[src/rtl/flat_ape_pkg.sv]
package flat_ape_pkg;

   typedef enum logic [1:0] {
      FA_MODE_WIDE_VM  = 2'd0,
      FA_MODE_WIDE_SYS = 2'd1,
      FA_MODE_NARROW   = 2'd2
   } fa_mode_e;

   localparam int FA_SEL_GLOBAL = 0;
   localparam int FA_SEL_SHARED = 1;
   localparam int FA_SEL_PRIV   = 2;

   function automatic logic fa_is_narrow(fa_mode_e m);
      return (m == FA_MODE_NARROW);
   endfunction

endpackage

[src/rtl/flat_ape_mode_dec.sv]
module flat_ape_mode_dec
   import flat_ape_pkg::*;
#(
   parameter int ADDR_W   = 64,
   parameter int NARROW_W = 32
)(
   input  logic              atc,
   input  logic              ptr32,
   input  logic [ADDR_W-1:0] ptr_in,
   output fa_mode_e          mode,
   output logic              narrow,
   output logic [ADDR_W-1:0] ptr_eff
);

   generate
      if (NARROW_W >= ADDR_W) begin : g_bad_narrow
         $error("NARROW_W must be below ADDR_W");
      end
   endgenerate

   // ptr32 only counts when the translation-select bit is set
   always_comb begin
      if (!atc)       mode = FA_MODE_WIDE_VM;
      else if (ptr32) mode = FA_MODE_NARROW;
      else            mode = FA_MODE_WIDE_SYS;
   end

   assign narrow = fa_is_narrow(mode);

   // upper pointer word is dropped in narrow mode
   assign ptr_eff = narrow ? {{(ADDR_W-NARROW_W){1'b0}}, ptr_in[NARROW_W-1:0]} : ptr_in;

endmodule

[src/rtl/flat_ape_window.sv]
module flat_ape_window #(
   parameter int ADDR_W      = 64,
   parameter int GRAN_W      = 16,
   parameter int NARROW_W    = 32,
   parameter int WIDE_SPAN_W = 32,
   parameter int CANON_W     = 48,
   parameter int OFS_W       = 32
)(
   input  logic                     narrow,
   input  logic [ADDR_W-1:0]        ptr,
   input  logic [ADDR_W-GRAN_W-1:0] base_reg,
   output logic                     hit,
   output logic [OFS_W-1:0]         offset
);

   localparam int RW       = ADDR_W - GRAN_W;
   localparam int N_FLD_W  = NARROW_W - GRAN_W;
   localparam int W_FLD_LO = WIDE_SPAN_W - GRAN_W;
   localparam int HOLE_LO  = CANON_W - 1;
   localparam int HOLE_W   = ADDR_W - HOLE_LO;

   generate
      if (WIDE_SPAN_W <= GRAN_W || WIDE_SPAN_W >= ADDR_W) begin : g_bad_span
         $error("WIDE_SPAN_W out of range");
      end
      if (GRAN_W >= NARROW_W) begin : g_bad_gran
         $error("GRAN_W must be below NARROW_W");
      end
      if (CANON_W <= WIDE_SPAN_W || CANON_W >= ADDR_W) begin : g_bad_canon
         $error("CANON_W out of range");
      end
      if (OFS_W < WIDE_SPAN_W || OFS_W > ADDR_W) begin : g_bad_ofs
         $error("OFS_W must cover the wide span");
      end
   endgenerate

   logic [ADDR_W-1:0] n_base, n_limit, w_base, w_limit;
   logic [ADDR_W-1:0] eff_base, eff_limit, diff;
   logic              n_en, w_en, en;
   logic [HOLE_W-1:0] hole_bits;

   // narrow: 64 KB block, disabled by a zero field
   assign n_base  = {{(ADDR_W-NARROW_W){1'b0}}, base_reg[N_FLD_W-1:0], {GRAN_W{1'b0}}};
   assign n_limit = {{(ADDR_W-NARROW_W){1'b0}}, base_reg[N_FLD_W-1:0], {GRAN_W{1'b1}}};
   assign n_en    = |base_reg[N_FLD_W-1:0];

   // wide: span-aligned window that must lie in the hole
   assign w_base    = {base_reg[RW-1:W_FLD_LO], {WIDE_SPAN_W{1'b0}}};
   assign w_limit   = {base_reg[RW-1:W_FLD_LO], {WIDE_SPAN_W{1'b1}}};
   assign hole_bits = w_base[ADDR_W-1:HOLE_LO];
   assign w_en      = (|hole_bits) && !(&hole_bits);

   assign eff_base  = narrow ? n_base  : w_base;
   assign eff_limit = narrow ? n_limit : w_limit;
   assign en        = narrow ? n_en    : w_en;

   assign hit    = en && (ptr >= eff_base) && (ptr <= eff_limit);
   assign diff   = ptr - eff_base;
   assign offset = diff[OFS_W-1:0];

endmodule

[src/rtl/flat_ape_arb.sv]
module flat_ape_arb #(
   parameter int NUM_APE = 2,
   parameter int OFS_W   = 32
)(
   input  logic [NUM_APE-1:0]            hit,
   input  logic [NUM_APE-1:0][OFS_W-1:0] ofs,
   output logic [NUM_APE:0]              sel,
   output logic [OFS_W-1:0]              offset,
   output logic                          multi
);

   generate
      if (NUM_APE < 1) begin : g_bad_num
         $error("NUM_APE must be at least 1");
      end
   endgenerate

   logic found;

   // lowest index wins (shared first), bit 0 is the global target
   always_comb begin
      sel    = '0;
      offset = '0;
      found  = 1'b0;
      for (int i = 0; i < NUM_APE; i++) begin
         if (hit[i] && !found) begin
            sel[i+1] = 1'b1;
            offset   = ofs[i];
            found    = 1'b1;
         end
      end
      if (!found) sel[0] = 1'b1;
      multi = ($countones(hit) > 1);
   end

endmodule

[src/rtl/flat_ape_detect.sv]
module flat_ape_detect
   import flat_ape_pkg::*;
#(
   parameter int ADDR_W      = 64,
   parameter int GRAN_W      = 16,
   parameter int NARROW_W    = 32,
   parameter int WIDE_SPAN_W = 32,
   parameter int CANON_W     = 48,
   parameter int OFS_W       = 32
)(
   input  logic                     clk,
   input  logic                     rst_n,
   input  logic                     in_valid,
   input  logic [ADDR_W-1:0]        in_ptr,
   input  logic                     in_atc,
   input  logic                     in_ptr32,
   input  logic [ADDR_W-GRAN_W-1:0] shared_base,
   input  logic [ADDR_W-GRAN_W-1:0] private_base,
   output logic                     out_valid,
   output logic [2:0]               out_sel,
   output logic [OFS_W-1:0]         out_offset,
   output logic                     out_cfg_err
);

   localparam int NUM_APE = 2;
   localparam int RW      = ADDR_W - GRAN_W;

   fa_mode_e                      mode;
   logic                          narrow;
   logic [ADDR_W-1:0]             ptr_eff;
   logic [NUM_APE-1:0][RW-1:0]    bases;
   logic [NUM_APE-1:0]            hits;
   logic [NUM_APE-1:0][OFS_W-1:0] offs;
   logic [NUM_APE:0]              sel_d;
   logic [OFS_W-1:0]              off_d;
   logic                          err_d;

   assign bases[FA_SEL_SHARED-1] = shared_base;
   assign bases[FA_SEL_PRIV-1]   = private_base;

   flat_ape_mode_dec #(.ADDR_W(ADDR_W), .NARROW_W(NARROW_W)) i_mode (
      .atc    (in_atc),
      .ptr32  (in_ptr32),
      .ptr_in (in_ptr),
      .mode   (mode),
      .narrow (narrow),
      .ptr_eff(ptr_eff)
   );

   generate
      for (genvar g = 0; g < NUM_APE; g++) begin : g_win
         flat_ape_window #(
            .ADDR_W(ADDR_W), .GRAN_W(GRAN_W), .NARROW_W(NARROW_W),
            .WIDE_SPAN_W(WIDE_SPAN_W), .CANON_W(CANON_W), .OFS_W(OFS_W)
         ) i_win (
            .narrow  (narrow),
            .ptr     (ptr_eff),
            .base_reg(bases[g]),
            .hit     (hits[g]),
            .offset  (offs[g])
         );
      end
   endgenerate

   flat_ape_arb #(.NUM_APE(NUM_APE), .OFS_W(OFS_W)) i_arb (
      .hit   (hits),
      .ofs   (offs),
      .sel   (sel_d),
      .offset(off_d),
      .multi (err_d)
   );

   always_ff @(posedge clk or negedge rst_n) begin
      if (!rst_n) begin
         out_valid   <= 1'b0;
         out_sel     <= 3'b001;
         out_offset  <= '0;
         out_cfg_err <= 1'b0;
      end else begin
         out_valid <= in_valid;
         if (in_valid) begin
            out_sel     <= sel_d;
            out_offset  <= off_d;
            out_cfg_err <= err_d;
         end
      end
   end

endmodule

[config.mk]
export PLATFORM = sky130hd
export DESIGN_NAME = flat_ape_detect
export DESIGN_NICKNAME = d
export VERILOG_FILES = /design/src/rtl/flat_ape_pkg.sv /design/src/rtl/flat_ape_mode_dec.sv /design/src/rtl/flat_ape_window.sv /design/src/rtl/flat_ape_arb.sv /design/src/rtl/flat_ape_detect.sv
export SDC_FILE = /design/constraint.sdc
export NUM_CORES = 1
export LEC_CHECK = 0
export ABC_AREA = 1
export BUFFER_PORTS_ARGS = -buffer_cell sky130_fd_sc_hd__buf_2
export CAP_MARGIN = 20
export CORE_ASPECT_RATIO = 1.4
export CORE_MARGIN = 3
export CORE_UTILIZATION = 54
export CTS_CLUSTER_DIAMETER = 40
export CTS_CLUSTER_SIZE = 12
export DETAILED_ROUTE_END_ITERATION = 8
export PLACE_DENSITY = 0.83
export SLEW_MARGIN = 30
export SYNTH_ARGS = -nofsm -noshare
export SYNTH_HDL_FRONTEND = slang
export SYNTH_SLANG_ARGS = --single-unit
[constraint.sdc]
create_clock -name clk -period 1 [get_ports clk]
set_input_delay 0.1 -clock clk [delete_from_list [all_inputs] [get_ports clk]]
set_output_delay 0.1 -clock clk [all_outputs]
set_load 0.05 [all_outputs]
==> results of run 1 <==
through the flow:
step / setup TNS, ns / hold WS, ns / util [%]
4_1_cts: -45.32 / 0.0338 / 84.8
3_3_place_gp: -57.14 / 0.00267 / 79.5
3_5_place_dp: -58.42 / 0.00498 / 79.5
2_1_floorplan: -42.89 / -0.196 / -
layer usage:
layer,track usage [%],overflow
met2,88.5,24
met5,16.5,0
met3,53.7,1
met4,73.0,25
met1,65.1,0
logic make-up after synthesis:
kind of cell	Yosys count	share of synthesized area, %
compound gates	148	11.9
xor+xnor	25	3.17
buf+inv	142	8.19
fa+ha+maj	128	23.4
simple gates	621	39.9
flops	37	13.4
cells in the mapped netlist (5+ instances only):
cell type,instances,area (sq um)
nand2_1,294,1100
nor2_1,166,623
ha_1,126,1580
inv_1,110,413
a21oi_1,82,410
nand3_1,52,260
dfrtp_1,36,901
nand4_1,34,213
o21ai_0,29,145
nand2_2,23,144
clkbuf_1,18,67.6
xor2_1,14,123
nor3_1,11,55.1
xnor2_1,11,96.3
o21ai_1,8,40.0
nor4_1,7,43.8
inv_2,6,22.5
nor2_2,6,37.5
a21o_1,5,37.5
nand3b_1,5,37.5
o21bai_1,5,37.5
what timing repair did:
| action | in CTS |
|---|---|
| hold buffers | 1 |
| setup buffers | 9 |
| pin swaps | 18 |
| setup endpoints to repair | 54 |
| resized for setup | 100 |
| endpoints found under the hold margin | 30 |
| cloned | 4 |
==> impl_metrics.tcl, run 1 <==
set metrics [dict create \
    numClockSinks 37 \
    netlist_area_sq_mm 0.00691 \
    htree_levels 2 \
    worst_path_end_type "register input" \
    grt_overflow 50 \
    yosysUniqueCellTypes 50 \
    clk_path_buf_depth 2 \
    dp_cells 1644 \
    synth-main-ff-cell "dfrtp_1" \
    die_h_microns 140 \
    rows 48 \
    ys_warn_count 0 \
    die_w_microns 102 \
    ys_async_sr_fraction_pct 100 \
    synth-edff-count 0 \
    grt_max_degree 34 \
    status "stopped before the end" \
    avgSynthCellArea_sq_um 6.27 \
    port_buffers 201 \
    ctsRootBufferMaster "clkbuf_16" \
    numCtsBuffers 5 \
    gp_congestion 0.992 \
    initial_core_util_pct 55.6 \
    first-error "[ERROR GRT-0232] Routing congestion too high. Check the congestion heatmap in the GUI." \
    dp_hpwl_microns 21300 \
    grtUsageTotal_pct 69.5 \
    synth-seq-area-share_pct 13.4 \
    syn_inst 1101 \
    grt-worst-endpoint "out_offset[13]$_DFFE_PN0P_/D" \
    ys_ff_latch 37 \
    lastStage "global routing" \
    placed_area_sq_mm 0.00989 \
    ios 202 \
    place_ws_ns -1.69 \
    synth_fp_nets 1394 \
]
==> inputs of run 2 (changes only) <==
CORE_ASPECT_RATIO = default   (was 1.4)
CORE_UTILIZATION = 40   (was 54)
CTS_CLUSTER_DIAMETER = default   (was 40)
CTS_CLUSTER_SIZE = default   (was 12)
PLACE_DENSITY = default   (was 0.83)
PLACE_DENSITY_LB_ADDON = 0.15   (was default)
==> run 2 against run 1 <==
Against the previous run: the flow now finishes, with violations (setup timing); synthesized cell count unchanged; synthesized area is the same.
==> impl_metrics.tcl, run 2 <==
set metrics [dict create \
    ys_async_sr_fraction_pct 100 \
    hold_viol_final 0 \
    die_h_microns 137 \
    yosysTopAreaCell "ha_1" \
    period_needed_ns 2.33 \
    drive_gt1_share_pct 47.2 \
    rr_worst_depth 3 \
    cp-end-kind "flip-flop" \
    rsz0062_at_grt "true" \
    dr_total_vias 9171 \
    clk_pin_slew_ns 0.06 \
    crit_start "in_atc" \
    grt_max_degree 30 \
    grt_pass1_wl_microns 42800 \
    status "finished, violations left" \
    wl_microns 28900 \
    cp.required_ns 1.21 \
    htree_levels 2 \
    grt_overflow 0 \
    whs_path_depth 3 \
    p_leak_nw 6.27 \
    maxSlewViolCount 0 \
    r2r_slack_ns 0.10 \
    crit_type "input pin to flip-flop" \
    coreArea_sq_mm 0.0168 \
    yosys.area_share.xor_xnor_pct 3.17 \
    ctsRootBufferMaster "clkbuf_16" \
    worstSkewPairLatency_ns 0.29 \
    synth_fp_nets 1394 \
    numClockSinks 37 \
    largest_register_ffs 32 \
    fin_area_sq_mm 0.0121 \
    synthTopCellsByArea "ha_1, nand2_1, dfrtp_1" \
    synth_common_cells "nand2_1, nor2_1, ha_1, inv_1, a21oi_1" \
    ir_worst_vdd_v 0.00103 \
    synth-seq-area-share_pct 13.4 \
    reg2reg_from "out_offset[17]" \
    synth-main-ff-cell "dfrtp_1" \
    ys_ff_latch 37 \
    crit_buf_inv 6 \
    die_w_microns 137 \
    critPathMaxStageDelay_ns 0.25 \
    initial_core_util_pct 41.2 \
    violations "setup timing" \
    design.die.area_sq_mm 0.0189 \
    syn_inst 1101 \
    placed_area_sq_mm 0.0102 \
    nets 1861 \
    utilization_pct 72.1 \
    top_regs "out_offset (32), out_sel (3)" \
    path_cells "buf_8, nand2_8, clkinv_8, buf_16, nor2_4, buf_4, ha_1, a21oi_1, o21a_1, nand2_1, a21oi_2, nand3_2, nand2_2, nand2_2, nor2_4, buf_12, buf_8, nand3_4, o21ai_2" \
    mostFrequentLayoutCells "buf_4, nand2_1, buf_2" \
    hold_class "input pin to flip-flop" \
    tightest_slew_ns 0.419 \
    fmax_mhz 430 \
    arrival_ns 2.54 \
    grtUsageTotal_pct 28.4 \
    top_register "out_offset" \
    numCtsBuffers 5 \
    reg2reg_to "out_offset[17]" \
    ant_nets 0 \
    ys_warn_count 0 \
    dp_hpwl_microns 22100 \
    cp_max_fo 7 \
    max_cap_viol_count 0 \
    cp.depth 19 \
    synth_top_family_by_area "simple AND/OR/NAND/NOR gates" \
    muxShareOfSynthArea_pct 0 \
    avgSynthCellArea_sq_um 6.27 \
    synth-edff-count 0 \
    crit_path_top_delay_cell "ha_1" \
    fill_cells 1340 \
    ios 202 \
    rows 47 \
    start_kind "input pin" \
    maxSlewHeadroom_pct 71.9 \
    final_common_cell "buf_4" \
    synth_compound_area_share_pct 11.9 \
    antenna_found_initial 0 \
    crit_end "out_offset[16]" \
    gp_congestion 0.946 \
    fin_crit_sh_pct 233 \
    fin_ws_ns -1.33 \
    port_buffers 201 \
    drcViolationCount 0 \
    netlist_area_sq_mm 0.00691 \
    synthAdderAreaFrac_pct 23.4 \
    clk_path_buf_depth 2 \
    synth_top_area_share_pct 22.8 \
    grt_pass1_vias 8628 \
    diodes 0 \
    yosys.area_share.simple_pct 39.9 \
    drt_pass1_iterations 6 \
    drt_iter0_drc 586 \
    p_per_area_mw_per_mm2 763 \
    finalSetupViolCount 37 \
    area_delta_synth_final_pct 74.9 \
    crit_family "simple AND/OR/NAND/NOR gates" \
    finalClockSkew_ns 0 \
    yosysUniqueCellTypes 50 \
    setup_tns_ns -46.10 \
    routedWlPerCell_microns 16.2 \
    cts_tree "built" \
    yosysMostFrequentCell "nand2_1" \
    viasPerCell 5.13 \
]
-- run 2: cell counts after synthesis --
Identical to the previous run, type by type.
-- run 2: logic make-up after synthesis --
logic type | Yosys count
compound gates | 148
xor+xnor | 25
fa+ha+maj | 128
buf+inv | 142
flops | 37
simple gates | 621
-- run 2: how the worst min path moves through the flow --
stage,start,to,slack [ns]
5_1_grt,in_ptr[4],out_offset[4],0.06
6_report,in_ptr[9],out_offset[9],0.06
2_1_floorplan,rst_n,out_cfg_err,-0.20
3_3_place_gp,rst_n,out_offset[8],-0.0003
3_5_place_dp,rst_n,out_offset[9],0.006
4_1_cts,in_ptr[9],out_offset[9],0.05
-- run 2: tightest hold or removal path, stage by stage --
cell and delay (ns):
buf_2 0.11, nand2_2 0.06, nand2_2 0.04
-- run 2: power breakdown --
group	switching (mW)	internal, mW
sequential	0.0282	1.54
combinational	2.91	2.64
clock	0.670	1.44
-- run 2: what timing repair did --
action,in CTS,in global routing
endpoints found under the hold margin,37,0
resized for setup,167,132
buffers inserted,19,6
hold buffers,1,0
setup endpoints to repair,62,50
pin swaps,42,66
gates cloned,9,1
-- run 2: area by class of cell --
type / count / area (sq um) / share of cell area, %
clock buffer: 5 / 125 / 1.04
clock inverter: 3 / 68.8 / 0.569
sequential: 37 / 927 / 7.67
timing repair buffer: 484 / 3650 / 30.2
multi-input combinational: 923 / 6580 / 54.5
tap: 220 / 275 / 2.28
inverter: 117 / 452 / 3.74
-- run 2: per-stage QoR --
step / worst slack (ns) / instances / hold slack (ns) / total power, mW
floorplan: -1.28 / 1101 / -0.196 / 3.87
global placement: -1.75 / 1749 / -0.000270 / 5.99
global route: -1.48 / 1789 / 0.0576 / 9.76
finish: -1.33 / 1789 / 0.0579 / 9.23
CTS: -1.28 / 1786 / 0.0493 / 8.72
detailed placement: -1.81 / 1749 / 0.00638 / 6.04
-- run 2: layer usage --
layer  track usage [%]  part of all wire, %  vias to the layer above
met5                 0                    0                        -
met4              7.26                  2.3                        0
met3              2.67                  5.9                       49
met2              48.7                   48                      320
met1              38.3                   44                     4223
li1                  -                    -                     4579
(Power assumes the default switching activity.)
